### config.mk
export PLATFORM = sky130hd
export DESIGN_NAME = secded_mem_wrap
export DESIGN_NICKNAME = d
export VERILOG_FILES = /design/src/rtl/secded_pkg.sv /design/src/rtl/secded_enc.sv /design/src/rtl/secded_dec.sv /design/src/rtl/secded_store.sv /design/src/rtl/secded_mem_wrap.sv
export SDC_FILE = /design/constraint.sdc
export NUM_CORES = 2
export LEC_CHECK = 0
export BUFFER_PORTS_ARGS = -buffer_cell sky130_fd_sc_hd__buf_2
export CAP_MARGIN = 25
export CORE_ASPECT_RATIO = 1.4
export CORE_UTILIZATION = 36
export DETAILED_ROUTE_END_ITERATION = 8
export PLACE_DENSITY = 0.51
export SYNTH_ARGS = -nofsm -noshare
export SYNTH_HDL_FRONTEND = slang
export SYNTH_SLANG_ARGS = --single-unit
### constraint.sdc
create_clock -name clk -period 14.3 [get_ports clk]
set_input_delay 2.145 -clock clk [delete_from_list [all_inputs] [get_ports clk]]
set_output_delay 2.145 -clock clk [all_outputs]
set_load 0.05 [all_outputs]
### src/rtl/secded_pkg.sv
package secded_pkg;
  localparam int DW    = 32;
  localparam int HW    = 6;
  localparam int CW    = HW + 1;
  localparam int NPOS  = 38;
  localparam int NB    = DW / 8;
  localparam int WW    = DW + CW;

  typedef enum logic { ST_IDLE = 1'b0, ST_MERGE = 1'b1 } wrap_state_e;

  // code position of data bit i
  function automatic logic [HW-1:0] data_pos(input int i);
    int n;
    data_pos = '0;
    n = 0;
    for (int p = 1; p <= NPOS; p++) begin
      if ((p & (p - 1)) != 0) begin
        if (n == i) data_pos = HW'(p);
        n++;
      end
    end
  endfunction

  function automatic logic [HW-1:0] ham_bits(input logic [DW-1:0] d);
    int n;
    ham_bits = '0;
    n = 0;
    for (int p = 1; p <= NPOS; p++) begin
      if ((p & (p - 1)) != 0) begin
        for (int k = 0; k < HW; k++)
          if (((p >> k) & 1) == 1) ham_bits[k] = ham_bits[k] ^ d[n];
        n++;
      end
    end
  endfunction
endpackage

### src/rtl/secded_enc.sv
module secded_enc
  import secded_pkg::*;
(
  input  logic [DW-1:0] data,
  output logic [CW-1:0] chk
);
  logic [HW-1:0] ham;

  always_comb begin
    ham = ham_bits(data);
    chk = {(^data) ^ (^ham), ham};
  end
endmodule

### src/rtl/secded_dec.sv
module secded_dec
  import secded_pkg::*;
(
  input  logic          en,
  input  logic [DW-1:0] raw_data,
  input  logic [CW-1:0] raw_chk,
  output logic [DW-1:0] fixed_data,
  output logic          ce,
  output logic          ue
);
  logic [HW-1:0] syn;
  logic          par_bad;
  logic          single;

  always_comb begin
    syn     = ham_bits(raw_data) ^ raw_chk[HW-1:0];
    par_bad = ^{raw_data, raw_chk};
    single  = par_bad && (syn <= HW'(NPOS));
    ce      = en && single;
    ue      = en && ((!par_bad && syn != '0) || (par_bad && syn > HW'(NPOS)));
  end

  for (genvar i = 0; i < DW; i++) begin : g_fix
    localparam logic [HW-1:0] POS = data_pos(i);
    assign fixed_data[i] = raw_data[i] ^ (ce && (syn == POS));
  end
endmodule

### src/rtl/secded_store.sv
module secded_store #(
  parameter int ADDR_W = 6,
  parameter int WORD_W = 39
) (
  input  logic              clk,
  input  logic              wr_en,
  input  logic [ADDR_W-1:0] wr_addr,
  input  logic [WORD_W-1:0] wr_word,
  input  logic              rd_en,
  input  logic [ADDR_W-1:0] rd_addr,
  output logic [WORD_W-1:0] rd_word
);
  localparam int DEPTH = 1 << ADDR_W;

  logic [WORD_W-1:0] mem [DEPTH];

  always_ff @(posedge clk) begin
    if (wr_en) mem[wr_addr] <= wr_word;
  end

  always_ff @(posedge clk) begin
    if (rd_en) rd_word <= mem[rd_addr];
  end
endmodule

### src/rtl/secded_mem_wrap.sv
module secded_mem_wrap
  import secded_pkg::*;
#(
  parameter int ADDR_W = 6
) (
  input  logic              clk,
  input  logic              rst_n,
  input  logic              ecc_enable,
  input  logic              inj_load,
  input  logic [DW-1:0]     inj_data_mask,
  input  logic [CW-1:0]     inj_chk_mask,
  input  logic              req_valid,
  input  logic              req_write,
  input  logic [ADDR_W-1:0] req_addr,
  input  logic [NB-1:0]     req_be,
  input  logic [DW-1:0]     req_wdata,
  output logic              busy,
  output logic              rsp_valid,
  output logic [DW-1:0]     rsp_rdata,
  output logic              ce_event,
  output logic              ue_event,
  output logic [ADDR_W-1:0] err_addr,
  output logic [DW-1:0]     err_raw_data,
  output logic [CW-1:0]     err_raw_chk
);
  localparam logic [NB-1:0] FULL_BE = '1;

  wrap_state_e       state_q, state_d;
  logic              pend_q, pend_d;
  logic [ADDR_W-1:0] addr_q, addr_d;
  logic [DW-1:0]     wdata_q, wdata_d;
  logic [NB-1:0]     be_q, be_d;
  logic [DW-1:0]     dmask_q, dmask_d;
  logic [CW-1:0]     cmask_q, cmask_d;

  logic              accept, is_rd, full_wr, sub_wr, merging, active;
  logic              wr_en;
  logic [ADDR_W-1:0] wr_addr;
  logic [DW-1:0]     wr_src, merged;
  logic [CW-1:0]     wr_code;
  logic [WW-1:0]     rd_word;
  logic [DW-1:0]     dec_data;
  logic              dec_ce, dec_ue;

  // request classification
  always_comb begin
    merging = (state_q == ST_MERGE);
    accept  = req_valid && !merging;
    is_rd   = accept && !req_write;
    full_wr = accept && req_write && (req_be == FULL_BE);
    sub_wr  = accept && req_write && (req_be != FULL_BE);
    active  = pend_q || merging;
  end

  secded_store #(.ADDR_W(ADDR_W), .WORD_W(WW)) u_store (
    .clk     (clk),
    .wr_en   (wr_en),
    .wr_addr (wr_addr),
    .wr_word ({wr_src ^ dmask_q, wr_code ^ cmask_q}),
    .rd_en   (is_rd || sub_wr),
    .rd_addr (req_addr),
    .rd_word (rd_word)
  );

  secded_dec u_dec (
    .en         (ecc_enable),
    .raw_data   (rd_word[WW-1:CW]),
    .raw_chk    (rd_word[CW-1:0]),
    .fixed_data (dec_data),
    .ce         (dec_ce),
    .ue         (dec_ue)
  );

  // byte merge for partial writes
  for (genvar b = 0; b < NB; b++) begin : g_merge
    assign merged[8*b +: 8] = be_q[b] ? wdata_q[8*b +: 8] : dec_data[8*b +: 8];
  end

  always_comb begin
    wr_en   = full_wr || merging;
    wr_addr = merging ? addr_q : req_addr;
    wr_src  = merging ? merged : req_wdata;
  end

  secded_enc u_enc (
    .data (wr_src),
    .chk  (wr_code)
  );

  // next state
  always_comb begin
    state_d = state_q;
    pend_d  = is_rd;
    addr_d  = addr_q;
    wdata_d = wdata_q;
    be_d    = be_q;
    dmask_d = dmask_q;
    cmask_d = cmask_q;
    if (merging) state_d = ST_IDLE;
    if (sub_wr) begin
      state_d = ST_MERGE;
      wdata_d = req_wdata;
      be_d    = req_be;
    end
    if (is_rd || sub_wr) addr_d = req_addr;
    if (inj_load) begin
      dmask_d = inj_data_mask;
      cmask_d = inj_chk_mask;
    end else if (wr_en) begin
      dmask_d = '0;
      cmask_d = '0;
    end
  end

  // registers
  always_ff @(posedge clk or negedge rst_n) begin
    if (!rst_n) begin
      state_q <= ST_IDLE;
      pend_q  <= 1'b0;
      addr_q  <= '0;
      wdata_q <= '0;
      be_q    <= '0;
      dmask_q <= '0;
      cmask_q <= '0;
    end else begin
      state_q <= state_d;
      pend_q  <= pend_d;
      addr_q  <= addr_d;
      wdata_q <= wdata_d;
      be_q    <= be_d;
      dmask_q <= dmask_d;
      cmask_q <= cmask_d;
    end
  end

  always_comb begin
    busy         = merging;
    rsp_valid    = pend_q;
    rsp_rdata    = dec_data;
    ce_event     = active && dec_ce;
    ue_event     = active && dec_ue;
    err_addr     = addr_q;
    err_raw_data = rd_word[WW-1:CW];
    err_raw_chk  = rd_word[CW-1:0];
  end
endmodule

# Yosys cells after proc, flatten, opt, wreduce, memory -nomap -nowiden
# Memory sizes are Yosys's and may differ from the RTL's. A register that Yosys moved wholly into a read port is not among the register bits.
# Index checks and enable logic that the tools add are counted.
# totals
reg_bits	83
output_inout_bits	81
mem_bits_rw	2496
in_bits	87
elab_cells	317
n_memories	1
# classes
n_reduce_logical	56
n_bitwise	204
order_cmp	2
n_eq_ne	34
mux	13
# memory_table
memory	words	word_bits	read_ports	rd_clocked_by_memory_dff	write_ports	line	rtl
u_store.mem	64	39	1	1	1	secded_store.sv:15	logic [WORD_W-1:0] mem [DEPTH];
# ops
operator	count
$xor 1x1->1	201
$mux 32	3
$eq 6x5->1 const B	15
$logic_and 1x1->1	44
$eq 6x4->1 const B	7
$reduce_xor 39->1	1
$eq 6x6->1 const B	6
$mux 8	4
$reduce_xor 32->1	1
$xor 32x32->32	1
$eq 6x3->1 const B	3
$mux 7	2
$xor 7x7->7	1
$eq 6x2->1 const B	1
$gt 6x6->1 const B	1
$le 6x6->1 const B	1
$mux 6	1
$reduce_bool 6->1	1
$reduce_xor 6->1	1
$xor 6x6->6	1
$eq 4x4->1 const B	1
$logic_or 1x1->1	4
$ne 4x4->1 const B	1
$logic_not 1->1	3
2 further kinds	4

# Depth between registers and ports, before layout
# logic_depth
depth_word	45
depth_mapped	15
ltp_nobuf	13

# By module
# A second synthesis with hierarchy kept.
# hier_totals
hier_cells	4630
hier_area_um2	102219.3
# by_module_without_submodules
mod	area_each_um2	cells_each	instances	seq_area_each_um2
secded_store	95743.1	4059	1	76123.0
secded_mem_wrap	4272.8	344	1	2077.0
secded_dec	1496.4	173	1	0.0
secded_enc	706.9	54	1	0.0

# Least setup slack after synthesis
# No wires, ideal clock.
# synth_timing
path_type	flip-flop to flip-flop
from	reg u_store.rd_word[28], read port of u_store.mem
to	mem u_store.mem[0][0], data pin
stages_incl_launch_ff	14
t_required_ns	13.733
period_less_slack_ns	7.444
n_path_buf	1
setup_time_ns	0.567
arrival_time_ns	6.877
setup_slack_ns	6.856
cell_sequence	edfxtp_1 > xor2_2 > xnor3_1 > xnor3_1 > xnor3_2 > mux2_4 > buf_6 > nor4_1 > xor2_1 > a31oi_1 > xnor3_1 > xor2_1 > xnor2_2 > xnor2_1
# synth_between
word_cells_on_any_way	104
classes_between	1 x order compare; 18 x eq/ne; 5 x mux; 59 x bitwise; 21 x reduce/logical
# synth_lines
element	line	rtl
from (decl)	secded_store.sv:11	output logic [WORD_W-1:0] rd_word
$xor 1x1->1 (6 in a row)	secded_pkg.sv:31	if (((p >> k) & 1) == 1) ham_bits[k] = ham_bits[k] ^ d[n];
$xor 6x6->6	secded_dec.sv:16	syn = ham_bits(raw_data) ^ raw_chk[HW-1:0];
$le 6x6->1	secded_dec.sv:18	single = par_bad && (syn <= HW'(NPOS));
$logic_and 1x1->1	secded_dec.sv:18	
$logic_and 1x1->1	secded_dec.sv:19	ce = en && single;
$logic_and 1x1->1 (*)	secded_dec.sv:25	assign fixed_data[i] = raw_data[i] ^ (ce && (syn == POS));
$xor 1x1->1 (*)	secded_dec.sv:25	
net rsp_rdata[8]	secded_mem_wrap.sv:19	output logic [DW-1:0] rsp_rdata,
$mux 8 (*)	secded_mem_wrap.sv:76	assign merged[8*b +: 8] = be_q[b] ? wdata_q[8*b +: 8] : dec_data[8*b +: 8];
$mux 32 (*)	secded_mem_wrap.sv:82	wr_src = merging ? merged : req_wdata;
$xor 1x1->1 (*) (13 in a row)	secded_pkg.sv:31	
$xor 7x7->7 (*)	secded_mem_wrap.sv:59	.wr_word ({wr_src ^ dmask_q, wr_code ^ cmask_q}),
net u_store.wr_word[0]	secded_store.sv:8	input logic [WORD_W-1:0] wr_word,
to (decl)	secded_store.sv:15	
# Mark *: on every way through the listed nets, which the timed path passes. The rest lies on a longest branch.

# Final worst setup path
# layout_timing
from	reg u_store.rd_word[13], read port of u_store.mem
to	out rsp_rdata[8]
# layout_between
elab_chain_cells	20
word_cells_on_any_way	49
classes_between	1 x order compare; 1 x eq/ne; 43 x bitwise; 4 x reduce/logical
# layout_rtl
element	line
$xor 1x1->1 (14 in a row)	secded_pkg.sv:31
$xor 6x6->6	secded_dec.sv:16
$le 6x6->1	secded_dec.sv:18
$logic_and 1x1->1	secded_dec.sv:18
$logic_and 1x1->1	secded_dec.sv:19
$logic_and 1x1->1 (*)	secded_dec.sv:25
$xor 1x1->1 (*)	secded_dec.sv:25
to (decl)	secded_mem_wrap.sv:19
# Mark *: on every way between the ends. The rest lies on a longest branch, timed or not.

==> impl_metrics.prom <==
# TYPE chip_impl_metric gauge
chip_impl_metric{name="final-setup-viol-count",unit=""} 0
chip_impl_info{name="root_buffer",value="sky130_fd_sc_hd__clkbuf_16"} 1
chip_impl_info{name="run_status",value="finished, final reports clean"} 1
chip_impl_metric{name="grt_antenna_before_repair",unit=""} 17
chip_impl_info{name="grt_setup_unrepaired",value="false"} 1
chip_impl_metric{name="number_of_standard_cells_after_synthesis",unit=""} 4344
chip_impl_metric{name="cts.sink_count",unit=""} 2618
chip_impl_metric{name="synth-seq-cells",unit=""} 2618
chip_impl_metric{name="drt_drc_violations_left",unit=""} 0
chip_impl_metric{name="coreArea",unit="µm²"} 282700
chip_impl_metric{name="critPathMaxStageDelay",unit="ns"} 0.89
chip_impl_metric{name="drv_cap",unit=""} 0
chip_impl_metric{name="setup.reg_to_reg.worst_slack",unit="ns"} 7.47
chip_impl_metric{name="synth_seq_area_share",unit=""} 0.7652
chip_impl_metric{name="row_count",unit=""} 231
chip_impl_info{name="worst_path_most_repeated_cell",value="sky130_fd_sc_hd__xnor3_1"} 1
chip_impl_metric{name="global_route_total_usage_across_every_layer",unit=""} 0.2065
chip_impl_metric{name="floorplan.die_area",unit="µm²"} 286000
chip_impl_metric{name="cts.clk_slew.worst_paths",unit="ns"} 0.07
chip_impl_info{name="worstHoldPathType",value="flip-flop to flip-flop"} 1
chip_impl_metric{name="syn2layout_area_growth",unit="%"} 14.17
chip_impl_metric{name="detailedRoute.firstPassIterationCount",unit=""} 5
chip_impl_metric{name="grt-ovfl-total",unit=""} 0
chip_impl_metric{name="gp_routability_congestion",unit=""} 0.8302
chip_impl_metric{name="timing_hold_violations_final",unit=""} 0
chip_impl_metric{name="synth.yosys.warnings",unit=""} 0
chip_impl_metric{name="initial_core_util",unit=""} 0.3615
chip_impl_metric{name="clk-insertion-delay-late",unit="ns"} 0.91
chip_impl_metric{name="finalMaxSlewViolations",unit=""} 0
chip_impl_metric{name="finalWirelength",unit="µm"} 297800
chip_impl_info{name="critical_path.startpoint_type",value="flip-flop"} 1
chip_impl_metric{name="critPathRequiredTime",unit="ns"} 12.15
chip_impl_info{name="most_crowded_layer_after_global_routing",value="met2"} 1
chip_impl_info{name="yosys-top-cells-area",value="sky130_fd_sc_hd__edfxtp_1 74%, sky130_fd_sc_hd__mux4_2 18%, sky130_fd_sc_hd__dfrtp_1 2.0%"} 1
chip_impl_metric{name="numPortBuffers",unit=""} 167
chip_impl_metric{name="pin_count",unit=""} 168
chip_impl_metric{name="tightest_slew",unit="ns"} 1.109
chip_impl_metric{name="routed_via_density",unit=""} 5.636
chip_impl_metric{name="bufs_and_invs_on_worst_path",unit=""} 1
chip_impl_metric{name="cts-buffers-inserted",unit=""} 241
chip_impl_metric{name="fin_crit_sh",unit=""} 0.5103
chip_impl_metric{name="postCtsSetupBuffers",unit=""} 0
chip_impl_metric{name="finalCriticalPeriod",unit="ns"} 7.298
chip_impl_metric{name="largest_net_degree_at_the_start_of_global_routing",unit=""} 121
chip_impl_metric{name="p_leak",unit="nW"} 36.27
chip_impl_metric{name="ant_nets",unit=""} 0
chip_impl_metric{name="globalRouteMet1Util",unit=""} 0.2752
chip_impl_metric{name="post-layout-total-power",unit="W"} 0.01945
chip_impl_metric{name="post_synth_num_cell_types",unit=""} 59
chip_impl_metric{name="fmax_achieved",unit="GHz"} 0.1370
chip_impl_metric{name="final.setup.tns",unit="ns"} 0
chip_impl_metric{name="htreeDepth",unit=""} 4
chip_impl_metric{name="y_dimension_of_the_die",unit="µm"} 632.4
chip_impl_metric{name="design.final.nets",unit=""} 4769
chip_impl_metric{name="synth_edf_count",unit=""} 2535
chip_impl_metric{name="syn_area",unit="µm²"} 102200
chip_impl_info{name="synth_ff_type",value="sky130_fd_sc_hd__edfxtp_1"} 1
chip_impl_metric{name="power_density",unit="nW/µm²"} 166.7
chip_impl_metric{name="timing.critical_path.arrival",unit="ns"} 5.15
chip_impl_metric{name="cts.repair.resized",unit=""} 0
chip_impl_metric{name="place.detailed.hpwl",unit="µm"} 165100
chip_impl_metric{name="gr_util_met3",unit=""} 0.02528
chip_impl_info{name="crit_family",value="XOR/XNOR gates"} 1
chip_impl_info{name="cts_tree",value="yes"} 1
chip_impl_info{name="cp_cell_sequence",value="xor2_2 -> xnor3_1 -> xnor3_1 -> xnor3_2 -> mux2_4 -> nor4_1 -> xor2_1 -> buf_2"} 1
chip_impl_metric{name="post_synth_arst_share",unit=""} 0.03170
chip_impl_metric{name="skew",unit="ns"} 0.06994
chip_impl_metric{name="max_root_sink_buffers",unit=""} 4
chip_impl_metric{name="detail_route.iter0.violations",unit=""} 5321
chip_impl_metric{name="routedWlPerCell",unit="µm"} 34.63
chip_impl_metric{name="crit_path_max_fanout",unit=""} 12
chip_impl_info{name="netlist.top_cell.by_area",value="sky130_fd_sc_hd__edfxtp_1"} 1
chip_impl_metric{name="vias",unit=""} 48470
chip_impl_metric{name="first_global_vias",unit=""} 49960
chip_impl_info{name="timing.critical_path.to_type",value="primary output"} 1
chip_impl_info{name="mostFrequentLayoutCells",value="2535 x sky130_fd_sc_hd__edfxtp_1, 811 x sky130_fd_sc_hd__mux4_2, 244 x sky130_fd_sc_hd__clkbuf_16"} 1
chip_impl_metric{name="die_width",unit="µm"} 452.3
chip_impl_metric{name="grt_first_pass_wirelength",unit="µm"} 409900
chip_impl_info{name="final_common_cell",value="sky130_fd_sc_hd__edfxtp_1"} 1
chip_impl_metric{name="net_count_after_synthesis",unit=""} 4431
chip_impl_metric{name="relSlewSlack",unit=""} 0.2607
chip_impl_info{name="critPathKind",value="flip-flop to primary output"} 1
chip_impl_metric{name="fraction_of_final_layout_cells_sized_beyond_drive_strength_1",unit=""} 0.3344
chip_impl_metric{name="use_met2",unit=""} 0.3620
chip_impl_metric{name="synth.avg_cell_area",unit="µm²"} 23.52
chip_impl_metric{name="vdd_drop_max",unit="µV"} 357.0
chip_impl_info{name="worst_path_max_delay_cell",value="sky130_fd_sc_hd__edfxtp_1"} 1
chip_impl_metric{name="cts.hold.buffers_added",unit=""} 0
chip_impl_metric{name="synth_top_area_frac",unit=""} 0.7449
[through the flow]
| step | utilization | cells | worst slack [ns] | hold slack, ns | cell area (µm²) |
|---|---|---|---|---|---|
| final | 0.4128 | 8600 | 7.002 | 0.5022 | 116700 |
| after floorplan | - | 4344 | 6.856 | 0.4716 | 102200 |
| after detailed placement | 0.3860 | 8166 | 7.209 | 0.4881 | 109100 |
| after CTS | 0.4126 | 8592 | 7.013 | 0.5027 | 116600 |
| after global placement | 0.3858 | 8163 | 7.137 | 0.4802 | 109100 |
| after global routing | 0.4127 | 8594 | 6.927 | 0.5192 | 116700 |
[power breakdown]
group / switching, W / leakage, nW / total, W / internal [W]
Sequential: 0.000104 / 23.8 / 0.00995 / 0.00985
Clock: 0.00283 / 3.69 / 0.00636 / 0.00353
Combinational: 0.00233 / 8.76 / 0.00314 / 0.000807
[sequential cells by signal (all words and copies together) (netlist names)]
register,cells
u_store.mem,2496
err_addr,6
u_store.rd_word,39
rsp_valid,1
wdata_q,32
dmask_q,32
busy,1
be_q,4
cmask_q,7
[layer usage]
metal	wire, µm	vias to the layer above	part of all wire
met5	0	-	0
met2	155300	1496	0.52
met4	5872	0	0.020
met3	15010	345	0.050
met1	121600	27520	0.41
li1	-	19110	-
[cells in the mapped netlist (3+ instances only)]
| library cell | instances |
|---|---|
| sky130_fd_sc_hd__nand4_1 | 3 |
| sky130_fd_sc_hd__xor2_1 | 62 |
| sky130_fd_sc_hd__nand2_1 | 134 |
| sky130_fd_sc_hd__nor3_1 | 21 |
| sky130_fd_sc_hd__a21o_1 | 4 |
| sky130_fd_sc_hd__dfrtp_1 | 83 |
| sky130_fd_sc_hd__mux4_2 | 811 |
| sky130_fd_sc_hd__o31ai_1 | 6 |
| sky130_fd_sc_hd__a21oi_1 | 7 |
| sky130_fd_sc_hd__and3_1 | 8 |
| sky130_fd_sc_hd__nor2b_1 | 11 |
| sky130_fd_sc_hd__o21ai_0 | 56 |
| sky130_fd_sc_hd__nor2_1 | 78 |
| sky130_fd_sc_hd__inv_1 | 8 |
| sky130_fd_sc_hd__a211oi_1 | 7 |
| sky130_fd_sc_hd__a221o_1 | 7 |
| sky130_fd_sc_hd__xnor3_1 | 17 |
| sky130_fd_sc_hd__nand3_1 | 8 |
| sky130_fd_sc_hd__xnor2_1 | 97 |
| sky130_fd_sc_hd__mux2i_1 | 15 |
| sky130_fd_sc_hd__nor4_1 | 10 |
| sky130_fd_sc_hd__mux2_2 | 46 |
| sky130_fd_sc_hd__buf_1 | 76 |
| sky130_fd_sc_hd__or2_2 | 5 |
| sky130_fd_sc_hd__a31oi_1 | 11 |
| sky130_fd_sc_hd__o21a_1 | 3 |
| sky130_fd_sc_hd__or3_1 | 7 |
| sky130_fd_sc_hd__nand2b_1 | 7 |
| sky130_fd_sc_hd__xor3_1 | 3 |
| sky130_fd_sc_hd__or4_1 | 4 |
| sky130_fd_sc_hd__clkbuf_1 | 154 |
| sky130_fd_sc_hd__edfxtp_1 | 2535 |
[final timing paths]
| path | from | to | depth (start not counted) |
|---|---|---|---|
| max in group asynchronous | rst_n | busy | 2 |
| worst min-delay path | wdata_q[26] | wdata_q[26] | 1 |
| worst max-delay path | u_store.rd_word[13] | rsp_rdata[8] | 8 |
| worst min register to register | wdata_q[26] | wdata_q[26] | 1 |
| min in group asynchronous | rst_n | dmask_q[17] | 1 |
| worst max register to register | u_store.rd_word[13] | u_store.mem[50][0] | 13 |
[logic make-up after synthesis]
logic type,after synthesis,synth area share
simple gates,306,0.01363
compound gates,122,0.007848
flops,2618,0.7652
xor+xnor,184,0.01894
mux,873,0.1854
buf+inv,241,0.008938
[cell type report]
| class | count | area [µm²] |
|---|---|---|
| Tap cell | 3728 | 4664 |
| Inverter | 9 | 33.78 |
| Antenna cell | 7 | 17.52 |
| Clock inverter | 135 | 1225 |
| Sequential cell | 2618 | 78200 |
| Timing Repair Buffer | 327 | 2180 |
| Multi-Input combinational cell | 1485 | 24040 |
| Fill cell | 24500 | 166000 |
| Clock buffer | 291 | 6312 |
[worst register-to-register path, delay by kind of cell (launching register included)]
family                    cells  cell delay, ns
muxes                         1            0.44
buffers and inverters         1            0.58
AOI/OAI and AO/OA             1            0.49
DFF                           1            0.89
and+or+nand+nor               1            0.64
xor gates and xnor gates      9            3.39
Note: power is estimated with default switching activity, not from simulation.
